**src/rtl/rsp_pkg.sv**
```systemverilog
package rsp_pkg;

    // Tracking state of the register-stack base pointer
    typedef enum logic [0:0] {
        PTR_SETTLED   = 1'b0,   // pointer value in the block is current
        PTR_IN_FLIGHT = 1'b1    // writer sits in execute, value arrives this cycle
    } ptr_state_e;

    localparam int unsigned LOCAL_REGS_DEF = 128;
    localparam int unsigned NUM_OPND_DEF   = 3;

endpackage

```
**src/rtl/rsp_ptr_fsm.sv**
```systemverilog
module rsp_ptr_fsm
    import rsp_pkg::*;
#(
    parameter int unsigned PTR_W      = 32,
    parameter int unsigned IDX_W      = 7,
    parameter int unsigned SLOT_LSB   = 2,
    parameter logic [IDX_W-1:0] RESET_SLOT = '0
) (
    input  logic             clk,
    input  logic             rst_n,
    input  logic             issue_wr,
    input  logic [PTR_W-1:0] ex_sp_data,
    output logic             pending,
    output logic [IDX_W-1:0] base_slot
);

    ptr_state_e       state_q, state_d;
    logic             capture;
    logic [IDX_W-1:0] slot_q;
    logic             ptr_unused;

    // only the slot field reaches register addressing
    assign ptr_unused = ^ex_sp_data;

    // state register
    always_ff @(posedge clk) begin
        if (!rst_n) state_q <= PTR_SETTLED;
        else        state_q <= state_d;
    end

    // transitions
    always_comb begin
        state_d = state_q;
        unique case (state_q)
            PTR_SETTLED:   state_d = issue_wr ? PTR_IN_FLIGHT : PTR_SETTLED;
            PTR_IN_FLIGHT: state_d = issue_wr ? PTR_IN_FLIGHT : PTR_SETTLED;
            default:       state_d = PTR_SETTLED;
        endcase
    end

    // outputs
    always_comb begin
        pending = 1'b0;
        capture = 1'b0;
        unique case (state_q)
            PTR_SETTLED:   begin pending = 1'b0; capture = 1'b0; end
            PTR_IN_FLIGHT: begin pending = 1'b1; capture = 1'b1; end
            default:       begin pending = 1'b0; capture = 1'b0; end
        endcase
    end

    // base slot register
    always_ff @(posedge clk) begin
        if (!rst_n)       slot_q <= RESET_SLOT;
        else if (capture) slot_q <= ex_sp_data[SLOT_LSB +: IDX_W];
    end

    assign base_slot = slot_q;

endmodule

```
**src/rtl/rsp_hazard.sv**
```systemverilog
module rsp_hazard #(
    parameter int unsigned NUM_OPND = 3
) (
    input  logic                dec_valid,
    input  logic [NUM_OPND-1:0] opnd_local,
    input  logic                reads_sp,
    input  logic                writes_sp,
    input  logic                pending,
    output logic                stall,
    output logic                issue,
    output logic                issue_wr
);

    logic needs_ptr;

    // an instruction depends on the pointer if it forms any local
    // address or reads the pointer register itself
    assign needs_ptr = (|opnd_local) | reads_sp;
    assign stall     = dec_valid & pending & needs_ptr;
    assign issue     = dec_valid & ~stall;
    assign issue_wr  = issue & writes_sp;

endmodule

```
**src/rtl/rsp_addr_gen.sv**
```systemverilog
module rsp_addr_gen #(
    parameter int unsigned IDX_W = 7
) (
    input  logic             is_local,
    input  logic [IDX_W-1:0] idx,
    input  logic [IDX_W-1:0] base_slot,
    output logic [IDX_W:0]   eff
);

    logic [IDX_W-1:0] wrapped;

    // carry out of the slot field is dropped: modulo the local file size
    assign wrapped = base_slot + idx;
    assign eff     = is_local ? {1'b1, wrapped} : {1'b0, idx};

endmodule

```
**src/rtl/rsp_interlock.sv**
```systemverilog
module rsp_interlock
    import rsp_pkg::*;
#(
    parameter int unsigned LOCAL_REGS = LOCAL_REGS_DEF,
    parameter int unsigned NUM_OPND   = NUM_OPND_DEF,
    parameter int unsigned PTR_W      = 32,
    parameter int unsigned SLOT_LSB   = 2,
    localparam int unsigned IDX_W     = $clog2(LOCAL_REGS),
    localparam int unsigned EFF_W     = IDX_W + 1
) (
    input  logic                      clk,
    input  logic                      rst_n,
    input  logic                      dec_valid,
    input  logic [NUM_OPND-1:0]       dec_opnd_local,
    input  logic [NUM_OPND*IDX_W-1:0] dec_opnd_idx,
    input  logic                      dec_reads_sp,
    input  logic                      dec_writes_sp,
    input  logic [PTR_W-1:0]          ex_sp_data,
    output logic                      stall,
    output logic                      issue,
    output logic [NUM_OPND*EFF_W-1:0] eff_reg
);

    logic             pending;
    logic             issue_wr;
    logic [IDX_W-1:0] base_slot;

    rsp_hazard #(.NUM_OPND(NUM_OPND)) hazard_i (
        .dec_valid  (dec_valid),
        .opnd_local (dec_opnd_local),
        .reads_sp   (dec_reads_sp),
        .writes_sp  (dec_writes_sp),
        .pending    (pending),
        .stall      (stall),
        .issue      (issue),
        .issue_wr   (issue_wr)
    );

    rsp_ptr_fsm #(
        .PTR_W    (PTR_W),
        .IDX_W    (IDX_W),
        .SLOT_LSB (SLOT_LSB)
    ) ptr_i (
        .clk        (clk),
        .rst_n      (rst_n),
        .issue_wr   (issue_wr),
        .ex_sp_data (ex_sp_data),
        .pending    (pending),
        .base_slot  (base_slot)
    );

    for (genvar g = 0; g < NUM_OPND; g++) begin : g_opnd
        rsp_addr_gen #(.IDX_W(IDX_W)) agen_i (
            .is_local  (dec_opnd_local[g]),
            .idx       (dec_opnd_idx[g*IDX_W +: IDX_W]),
            .base_slot (base_slot),
            .eff       (eff_reg[g*EFF_W +: EFF_W])
        );
    end

endmodule

```
**config.mk**
```make
export PLATFORM = sky130hd
export DESIGN_NAME = rsp_interlock
export DESIGN_NICKNAME = d
export VERILOG_FILES = /design/src/rtl/rsp_pkg.sv /design/src/rtl/rsp_ptr_fsm.sv /design/src/rtl/rsp_hazard.sv /design/src/rtl/rsp_addr_gen.sv /design/src/rtl/rsp_interlock.sv
export SDC_FILE = /design/constraint.sdc
export NUM_CORES = 1
export LEC_CHECK = 0
export ABC_AREA = 1
export CAP_MARGIN = 20
export CORE_UTILIZATION = 34
export CTS_CLUSTER_SIZE = 28
export DETAILED_ROUTE_END_ITERATION = 7
export PLACE_DENSITY = 0.78
export SYNTH_ARGS = -nofsm -noshare
export SYNTH_HDL_FRONTEND = slang
export SYNTH_SLANG_ARGS = --single-unit
export TNS_END_PERCENT = 5
```
**constraint.sdc**
```tcl
create_clock -name clk -period 1.4 [get_ports clk]
set_input_delay 0.14 -clock clk [delete_from_list [all_inputs] [get_ports clk]]
set_output_delay 0.14 -clock clk [all_outputs]
set_load 0.005 [all_outputs]
```
Word-level counts from Yosys, hierarchy flattened

Cells that the tools add are included.

Bits of input ports: 61
Bits in registers: 8
Output and inout bits: 26
Word-level logic and storage cells: 18

Bitwise gates (word level): 7
Multiplexer cells: 5
Reduce and logical (&&, ||, !) cells: 1
Add/subtract/negate cells: 3

Operators by type and width:

| cell                                  | number |
|---|---|
| 8-bit 2-to-1 mux                      | 3 |
| 7-bit adder                           | 3 |
| 1-bit bitwise AND                     | 4 |
| 3-bit OR reduction                    | 1 |
| 1-bit NOT                             | 2 |
| 1-bit one-hot mux with 2 select lines | 1 |
| 1-bit 2-to-1 mux                      | 1 |
| 1-bit bitwise OR                      | 1 |

Longest topological paths before layout

Gate-level depths: netlist (run 1).

Depth after elaboration: 8
Gate-level depth with buffers: 10
Gate-level depth less buffers: 10

By module

From an unflattened synthesis (run 1), not the netlist that was laid out.

Cell total of the unflattened synthesis: 277
Area, all modules: 1,492.7 µm²

Modules (own cells, without submodules):

| module       | cells each | sequential area each (µm²) | area each (µm²) | instances |
|---|---|---|---|---|
| rsp_addr_gen | 73         | 0.0                        | 375.4           | 3 |
| rsp_ptr_fsm  | 47         | 160.2                      | 315.3           | 1 |
| rsp_hazard   | 11         | 0.0                        | 51.3            | 1 |

Worst setup path before layout (run 1)

Ideal clock, no wire load.

Kind: reg-to-output
Start point: reg ptr_i.slot_q[0] (netlist: ptr_i.base_slot[0])
End point: out eff_reg[6]
Data arrival time: 1.386 ns
Stages on the path, launching flop included: 11
Slack: -0.126 ns
Required time: 1.260 ns
Path through: dfxtp_1 -> ha_1 -> inv_1 -> fa_1 -> inv_1 -> nand2_1 -> nand2_1 -> nand3_1 -> nand3_1 -> nand3_1 -> nand2_1

Word-level cells in the longest chain between the ends: 2

RTL lines:

| element                | line                | source |
|---|---|---|
| from (decl)            | rsp_ptr_fsm.sv:19   | `logic [IDX_W-1:0] slot_q;` |
| from (signal assigned) | rsp_ptr_fsm.sv:55   | `else if (capture) slot_q <= ex_sp_data[SLOT_LSB +: IDX_W];` |
| 7-bit adder            | rsp_addr_gen.sv:13  | `assign wrapped = base_slot + idx;` |
| 8-bit 2-to-1 mux       | rsp_addr_gen.sv:14  | `assign eff = is_local ? {1'b1, wrapped} : {1'b0, idx};` |
| to (decl)              | rsp_interlock.sv:21 | `output logic [NUM_OPND*EFF_W-1:0] eff_reg` |

Every way passes these cells.

Worst setup path in the final report (run 1)

Ends and elaborated chain as after synthesis.

==> flow_summary.json, run 1 <==
{
  "status": "complete, but fails checks",
  "failed_checks": "setup timing",
  "post_dp_cell_area_um2": 2330,
  "final_cell_mix": "nand2_1 (82), inv_1 (28), clkdlybuf4s50_1 (27), buf_4 (27), nand3_1 (23)",
  "p_int_uw": 817,
  "yosys.area.top_type": "nand2_1",
  "final_area_um2": 2520,
  "routed_wl_mm": 4.34,
  "yosysSeqAreaShare": 0.113,
  "setup_violations": 19,
  "syn_avg_cell_area_um2": 5.58,
  "grt_setup_unrepaired": "true",
  "power_density_nw_per_um2": 504,
  "cts_buffers": 3,
  "drtIter0Drc": 43,
  "vias": 1881,
  "ys_warn_count": 0,
  "critPathSlowestCell": "dfxtp_4",
  "hold_viol": 0,
  "antenna_found_initial": 0,
  "switching_share": 0.356,
  "ant_nets": 0,
  "drt_first_pass_iters": 4,
  "cpLargestDelayFamily": "adder cells",
  "cts.path.max_buffers": 2,
  "hold-path-endpoint": "ptr_i.state_q",
  "syn-num-nets": 336,
  "r2r-start": "ptr_i.state_q",
  "drc": 0,
  "cp-end-kind": "output port",
  "grt_pass1_vias": 1684,
  "finalNonFillerCells": 397,
  "final_max_slew_viol_count": 0,
  "path_max_fanout": 4,
  "place_worst_setup_slack_ns": -0.947,
  "setup.worst_path.start": "ptr_i.base_slot[0]",
  "hpwl_mm": 3.29,
  "rows": 23,
  "pwr-share-seq": 0.206,
  "htreeDepth": 1,
  "leakagePower_nw": 1.32,
  "dp_cells": 389,
  "die_w_um": 66.5,
  "ys_ff_latch": 8,
  "fin_util": 0.629,
  "grt_max_degree": 9,
  "finalCriticalPeriod_ns": 1.93,
  "layout_commonest_cell": "nand2_1",
  "p_sw_uw": 452,
  "finalPower_mw": 1.27,
  "fin_crit_sh": 1.38,
  "cts_tree": "done",
  "clock_latency_ns": 0.23,
  "ios": 87,
  "wl_per_cell_um": 10.9,
  "clk_pin_slew_ns": 0.04,
  "ys_top_cells_by_area": "nand2_1 (25%), ha_1 (16%), dfxtp_1 (11%)",
  "worstPathCellList": "buf_6, ha_4, inv_2, fa_2, inv_2, nand2_2, nand2_2, nand3_2, nand3_2, nand3_2, nand2_1, buf_2",
  "nets": 430,
  "die_area_um2": 4430,
  "overflow": 0,
  "initial_utilization": 0.354,
  "arrival_ns": 1.79,
  "viasPerCell": 4.74,
  "critPathKind": "register to output port",
  "yosysUniqueCellTypes": 18,
  "antennaDiodeCount": 0,
  "grt_use_total": 0.194,
  "ir_drop_mv": 0.540,
  "clock_skew_ns": 0.00249,
  "clock_sinks": 8,
  "crit_path_start_kind": "register",
  "fmax_mhz": 519,
  "min_from": "dec_writes_sp",
  "grt_pass1_wl_mm": 6.73,
  "timing.rr.end": "ptr_i.base_slot[1]",
  "setup_ws_ns": -0.526,
  "p_comb_frac": 0.568,
  "critPathBufInv": 4,
  "cts.hold.buffers_added": 0,
  "area_growth_pct": 77.7,
  "cts_root_buf": "clkbuf_8",
  "core_area_um2": 4000,
  "r2r_slack_ns": 0.45,
  "cpPeakStageDelay_ns": 0.39,
  "gp_congestion": 0.857,
  "crit_required_ns": 1.26,
  "worst_pin_slew_ns": 0.272,
  "worst-r2r-cell-count": 4,
  "slew_headroom": 0.818,
  "min-delay-path-class": "primary input to register",
  "clock_power_share": 0.225,
  "yosysTopAreaCellShare": 0.249,
  "max_cap_viol_count": 0,
  "syn_inst": 254,
  "hold_depth": 3,
  "numPortBuffers": 61,
  "die-height_um": 66.5,
  "syn-cell-area_um2": 1420,
  "drive_gt1_frac": 0.314,
  "critical_path.most_common_cell": "nand3_2"
}
==> worst max-delay path by stage <==
stage	end	slack [ns]	cells past startpoint
after floorplan	eff_reg[6]	-0.06	10
after global placement	eff_reg[4]	-0.95	10
after detailed placement	eff_reg[22]	-0.95	12
after CTS	eff_reg[6]	-0.58	12
after global routing	eff_reg[22]	-0.62	11
final	eff_reg[6]	-0.53	12
==> metal layers <==
metal | GRT usage | part of all wire | up-vias
met5 | 0 | 0 | -
met2 | 0.347 | 0.50 | 49
met1 | 0.226 | 0.42 | 824
met4 | 0.0691 | 0.030 | 0
li1 | - | - | 995
met3 | 0.0377 | 0.044 | 13
==> power groups by stage <==
| stage | Clock, mW | Sequential (mW) | Combinational [mW] |
|---|---|---|---|
| global route | 0.307 | 0.262 | 0.806 |
| floorplan | 0 | 0.256 | 0.315 |
| CTS | 0.293 | 0.260 | 0.692 |
| finish | 0.286 | 0.261 | 0.721 |
| global placement | 0 | 0.260 | 0.689 |
| detailed placement | 0 | 0.260 | 0.697 |
==> timing repair <==
item,4_1_cts,5_1_grt
gates resized for setup,109,25
endpoints found under the setup margin,24,19
buffers inserted,2,2
pin swaps,20,13
==> worst reg2reg max path: stages, from the launching register on <==
cell     delay, ns
dfxtp_1       0.34
buf_4         0.14
inv_1         0.12
o21ai_0       0.17
a21oi_1       0.05
==> registers in the layout, indices dropped and copies added (netlist names) <==
name             count
ptr_i.base_slot      7
ptr_i.state_q        1
==> synthesized netlist by cell type <==
master,number
fa_1,3
inv_6,1
inv_1,34
xnor2_1,3
nand2_2,1
nor2_1,22
nand3_2,1
buf_4,3
dfxtp_1,8
ha_1,18
inv_4,2
o21ai_2,1
nor2_2,1
a21oi_1,13
inv_2,3
o21ai_0,16
nand3_1,30
nand2_1,94
==> logic make-up after synthesis <==
kind of cell,count (synthesis),share of synthesized area
XOR/XNOR,3,0.0186
flip-flops,8,0.113
AO/OA/AOI/OAI,30,0.109
AND/OR/NAND/NOR,149,0.429
adder cells (fa/ha/maj),21,0.201
buffers and inverters,43,0.129
==> per-stage QoR <==
stage	hold slack [ns]	TNS (ns)
floorplan	0.266	-0.329
CTS	0.460	-7.24
global route	0.493	-7.97
finish	0.462	-6.35
detailed placement	0.584	-15.25
global placement	0.584	-15.08
==> area by class of cell <==
type / count / area [um2]
Timing Repair Buffer: 92 / 774
Sequential cell: 8 / 175
Clock buffer: 4 / 45.0
Multi-Input combinational cell: 203 / 1300
Tap cell: 50 / 62.6
Fill cell: 389 / 1480
Inverter: 40 / 160
No activity file was read; power rests on OpenSTA's default activity.
==> run 2: changes to the inputs <==
- CORE_UTILIZATION: 34 -> 39
- CTS_BUF_LIST: default -> sky130_fd_sc_hd__clkbuf_8
- PLACE_DENSITY: 0.78 -> 0.84
- clock period: 1.4 -> 1.95 ns (I/O delays scaled with it)
==> flow_summary.json, run 2 (synthesized netlist as in run 1, its figures left out) <==
{
  "die_w_um": 62.3,
  "seqCellArea_um2": 166,
  "cts.path.max_buffers": 2,
  "largest_register_ffs": 7,
  "max_cap_viol_count": 0,
  "critPathSlowestCell": "fa_2",
  "die-height_um": 62.3,
  "cts_tree": "done",
  "finalCriticalPeriod_ns": 2.05,
  "grt_max_degree": 9,
  "drt_first_pass_iters": 4,
  "vias": 1933,
  "setup_violations": 8,
  "hold_ws_ns": 0.552,
  "p_comb_frac": 0.573,
  "grt_pass1_wl_mm": 7.09,
  "power_density_nw_per_um2": 369,
  "final_cell_mix": "nand2_1 (84), clkdlybuf4s50_1 (35), inv_1 (30), buf_4 (27), nand3_1 (25)",
  "gp_congestion": 0.877,
  "final_max_slew_viol_count": 0,
  "antenna_found_initial": 0,
  "finalPower_uw": 906,
  "crit_required_ns": 1.75,
  "fin_util": 0.718,
  "wl_per_cell_um": 11.9,
  "fmax_mhz": 489,
  "fin_crit_sh": 1.05,
  "grt_use_total": 0.220,
  "critPathKind": "register to output port",
  "final_area_um2": 2450,
  "grt.met2_usage": 0.412,
  "overflow": 0,
  "clock_sinks": 8,
  "cpPeakStageDelay_ns": 0.39,
  "fin_tns_setup_ns": -0.367,
  "cp-end-kind": "output port",
  "slew_headroom": 0.786,
  "viasPerCell": 4.96,
  "dp_cells": 381,
  "drtIter0Drc": 87,
  "worst_pin_slew_ns": 0.320,
  "gr-usage-met1": 0.264,
  "initial_utilization": 0.415,
  "use_met3": 0.0129,
  "routed_wl_mm": 4.64,
  "core_area_um2": 3420,
  "failed_checks": "setup timing",
  "clock_latency_ns": 0.23,
  "busiest_layer": "met2",
  "clk_pin_slew_ns": 0.04,
  "cts_root_buf": "clkbuf_8",
  "arrival_ns": 1.85,
  "crit_path_start_kind": "register",
  "die_area_um2": 3880,
  "hpwl_mm": 3.29,
  "antennaDiodeCount": 0,
  "place_worst_setup_slack_ns": -0.531,
  "clock_power_share": 0.219,
  "nets": 428,
  "pwr-share-seq": 0.209,
  "leakagePower_nw": 1.31,
  "status": "complete, but fails checks",
  "grt_setup_unrepaired": "true",
  "cpLargestDelayFamily": "adder cells",
  "clock_skew_ns": 0.00193,
  "finalNonFillerCells": 390,
  "area_growth_pct": 73.2,
  "rows": 21,
  "min-delay-path-class": "primary input to register",
  "r2r_slack_ns": 0.94,
  "ant_nets": 0,
  "post_dp_cell_area_um2": 2230,
  "switching_share": 0.358,
  "cts_buffers": 3,
  "nFillCells": 290,
  "grt_pass1_vias": 1762,
  "drc": 0,
  "hold_viol": 0,
  "setup_ws_ns": -0.0957,
  "layout_commonest_cell": "nand2_1",
  "numPortBuffers": 61,
  "multiInputGateArea_um2": 1230,
  "p_int_uw": 581,
  "worstPathCellList": "buf_6, ha_4, inv_2, fa_2, inv_2, nand2_2, nand2_2, buf_4, nand3_1, nand2_1, o21ai_1, buf_2",
  "cts.hold.buffers_added": 0,
  "drive_gt1_frac": 0.259,
  "critPathBufInv": 5,
  "p_sw_uw": 324,
  "ios": 87,
  "htreeDepth": 1,
  "ir_drop_mv": 0.421,
  "path_max_fanout": 3
}
-- run 2: layout make-up --
| type | instances | area share |
|---|---|---|
| inverters | 40 | 0.0653 |
| multi-input cells | 203 | 0.502 |
| flip-flops and latches | 8 | 0.0678 |
| clock buffers | 3 | 0.0168 |
| well taps | 46 | 0.0235 |
| repair buffers | 90 | 0.325 |
-- run 2: worst paths after layout --
kind                            depth (start not counted)                  to                from
worst max register to register                          3  ptr_i.base_slot[1]       ptr_i.state_q
worst min register to register                          2  ptr_i.base_slot[2]  ptr_i.base_slot[2]
worst min-delay path                                    3       ptr_i.state_q       dec_writes_sp
worst max-delay path                                   12         eff_reg[20]  ptr_i.base_slot[0]
-- run 2: worst min-delay path, delay by kind of cell --
kind | cells | cell delay, ns
buffers and inverters | 1 | 0.42
AND/OR/NAND/NOR | 2 | 0.12
-- run 2: power groups by stage --
stage	logic [mW]	registers (mW)	clock network (mW)
detailed placement	0.487	0.189	0
finish	0.518	0.189	0.198
global placement	0.477	0.189	0
floorplan	0.222	0.183	0
CTS	0.491	0.187	0.198
global route	0.575	0.190	0.202
-- run 2: metal layers --
| layer | up-vias | routed length, um |
|---|---|---|
| li1 | 990 | - |
| met1 | 862 | 1920 |
| met2 | 68 | 2370 |
| met3 | 13 | 246 |
| met4 | 0 | 107 |
| met5 | - | 0 |
-- run 2: timing repair --
item / in CTS / in global routing
setup buffers: 3 / 3
gates resized for setup: 71 / 30
pin swaps: 5 / 6
setup endpoints to repair: 18 / 18
==> run 3: changes to the inputs <==
- CAP_MARGIN: 20 -> 10
- CORE_UTILIZATION: 39 -> 38
- CTS_BUF_LIST: sky130_fd_sc_hd__clkbuf_8 -> default
- PLACE_DENSITY: 0.84 -> 0.82
==> flow_summary.json, run 3 (synthesized netlist as in run 1, its figures left out) <==
{
  "vias": 1823,
  "cpLargestDelayFamily": "adder cells",
  "worstPathCellList": "ha_4, inv_1, fa_2, inv_2, nand2_2, nand2_2, nand3_1, nand3_1, nand3_1, nand2_1, dlygate4sd2_1",
  "hold_ws_ns": 0.520,
  "cpPeakStageDelay_ns": 0.38,
  "die_w_um": 63.1,
  "grt_pass1_wl_mm": 6.83,
  "nets": 420,
  "ant_nets": 0,
  "htreeDepth": 1,
  "slew_headroom": 0.797,
  "die_area_um2": 3980,
  "crit_path_start_kind": "register",
  "drt_first_pass_iters": 4,
  "max_cap_viol_count": 0,
  "arrival_ns": 1.82,
  "path_max_fanout": 4,
  "clk_pin_slew_ns": 0.04,
  "cts_tree": "done",
  "fin_tns_setup_ns": -0.109,
  "drtIter0Drc": 66,
  "die-height_um": 63.1,
  "hold_viol": 0,
  "grt_pass1_vias": 1604,
  "cts_buffers": 3,
  "clock_latency_ns": 0.23,
  "finalCriticalPeriod_ns": 2.02,
  "grt_setup_unrepaired": "true",
  "ir_drop_mv": 0.350,
  "setup_violations": 4,
  "gp_congestion": 0.863,
  "drive_gt1_frac": 0.226,
  "grt_use_total": 0.216,
  "largest_register_ffs": 7,
  "clock_skew_ns": 0.00265,
  "clock_sinks": 8,
  "area_growth_pct": 70.3,
  "initial_utilization": 0.411,
  "hpwl_mm": 3.27,
  "routed_wl_mm": 4.29,
  "fin_crit_sh": 1.04,
  "cts.path.max_buffers": 2,
  "crit_required_ns": 1.75,
  "status": "complete, but fails checks",
  "layout_commonest_cell": "nand2_1",
  "drc": 0,
  "wl_per_cell_um": 11.2,
  "critPathBufInv": 3,
  "final_cell_mix": "nand2_1 (85), clkdlybuf4s50_1 (33), inv_1 (29), nand3_1 (26), nor2_1 (22)",
  "leakagePower_nw": 1.30,
  "critPathKind": "register to output port",
  "final_max_slew_viol_count": 0,
  "worst_pin_slew_ns": 0.304,
  "critPathSlowestCell": "dfxtp_4",
  "fmax_mhz": 495,
  "critical_path.most_common_cell": "nand3_1",
  "nFillCells": 314,
  "cp-end-kind": "output port",
  "min-delay-path-class": "primary input to register",
  "overflow": 0,
  "numPortBuffers": 61,
  "failed_checks": "setup timing",
  "power_density_nw_per_um2": 364,
  "viasPerCell": 4.77,
  "core_area_um2": 3440,
  "grt_max_degree": 10,
  "cts_root_buf": "clkbuf_8",
  "antenna_found_initial": 0,
  "place_worst_setup_slack_ns": -0.588,
  "antennaDiodeCount": 0,
  "setup_ws_ns": -0.0695,
  "rows": 21,
  "ios": 87
}
==> run 3: timing repair <==
| item | 4_1_cts | 5_1_grt |
|---|---|---|
| endpoints found under the setup margin | 18 | 13 |
| resized for setup | 65 | 22 |
| buffers inserted | 1 | 0 |
| hold buffers | 0 | 0 |
| pin swaps | 2 | 5 |
==> run 3: where the power goes <==
group          switching (mW)  total [mW]  internal (mW)
clock network          0.0596       0.193          0.133
registers              0.0177       0.191          0.173
logic                   0.231       0.494          0.262
total                   0.309       0.877          0.569
==> run 3: metrics by stage <==
step	util	std cells	instance area, um2	power, mW
floorplan	-	254	1420	0.405
global route	0.701	382	2410	0.955
finish	0.701	382	2410	0.877
CTS	0.682	382	2350	0.864
detailed placement	0.646	378	2220	0.670
global placement	0.646	378	2220	0.662
==> run 3: metal layers <==
layer,track usage,part of all wire,up-vias
li1,-,-,970
met5,0,0,-
met2,0.387,0.50,51
met3,0.0272,0.045,6
met1,0.261,0.44,796
met4,0.0756,0.011,0
==> run 3: layout make-up <==
type / count / area (um2) / share of cell area
Sequential cell: 8 / 168 / 0.0695
Multi-Input combinational cell: 203 / 1230 / 0.511
Clock buffer: 3 / 41.3 / 0.0171
Timing Repair Buffer: 82 / 752 / 0.312
Inverter: 40 / 160 / 0.0664
Tap cell: 46 / 57.6 / 0.0239
==> run 3: worst register-to-register path, stage by stage (launching register included) <==
cell	delay, ns
dfxtp_1	0.46
inv_1	0.20
o21ai_0	0.18
a21oi_1	0.05
==> run 3: path summary, 6_finish.rpt <==
kind	from	endpoint	depth (start not counted)	slack [ns]
worst max register to register	ptr_i.state_q	ptr_i.base_slot[1]	3	0.95
worst max-delay path	ptr_i.base_slot[0]	eff_reg[6]	11	-0.07
worst min register to register	ptr_i.base_slot[1]	ptr_i.base_slot[1]	2	0.58
worst min-delay path	dec_writes_sp	ptr_i.state_q	3	0.52
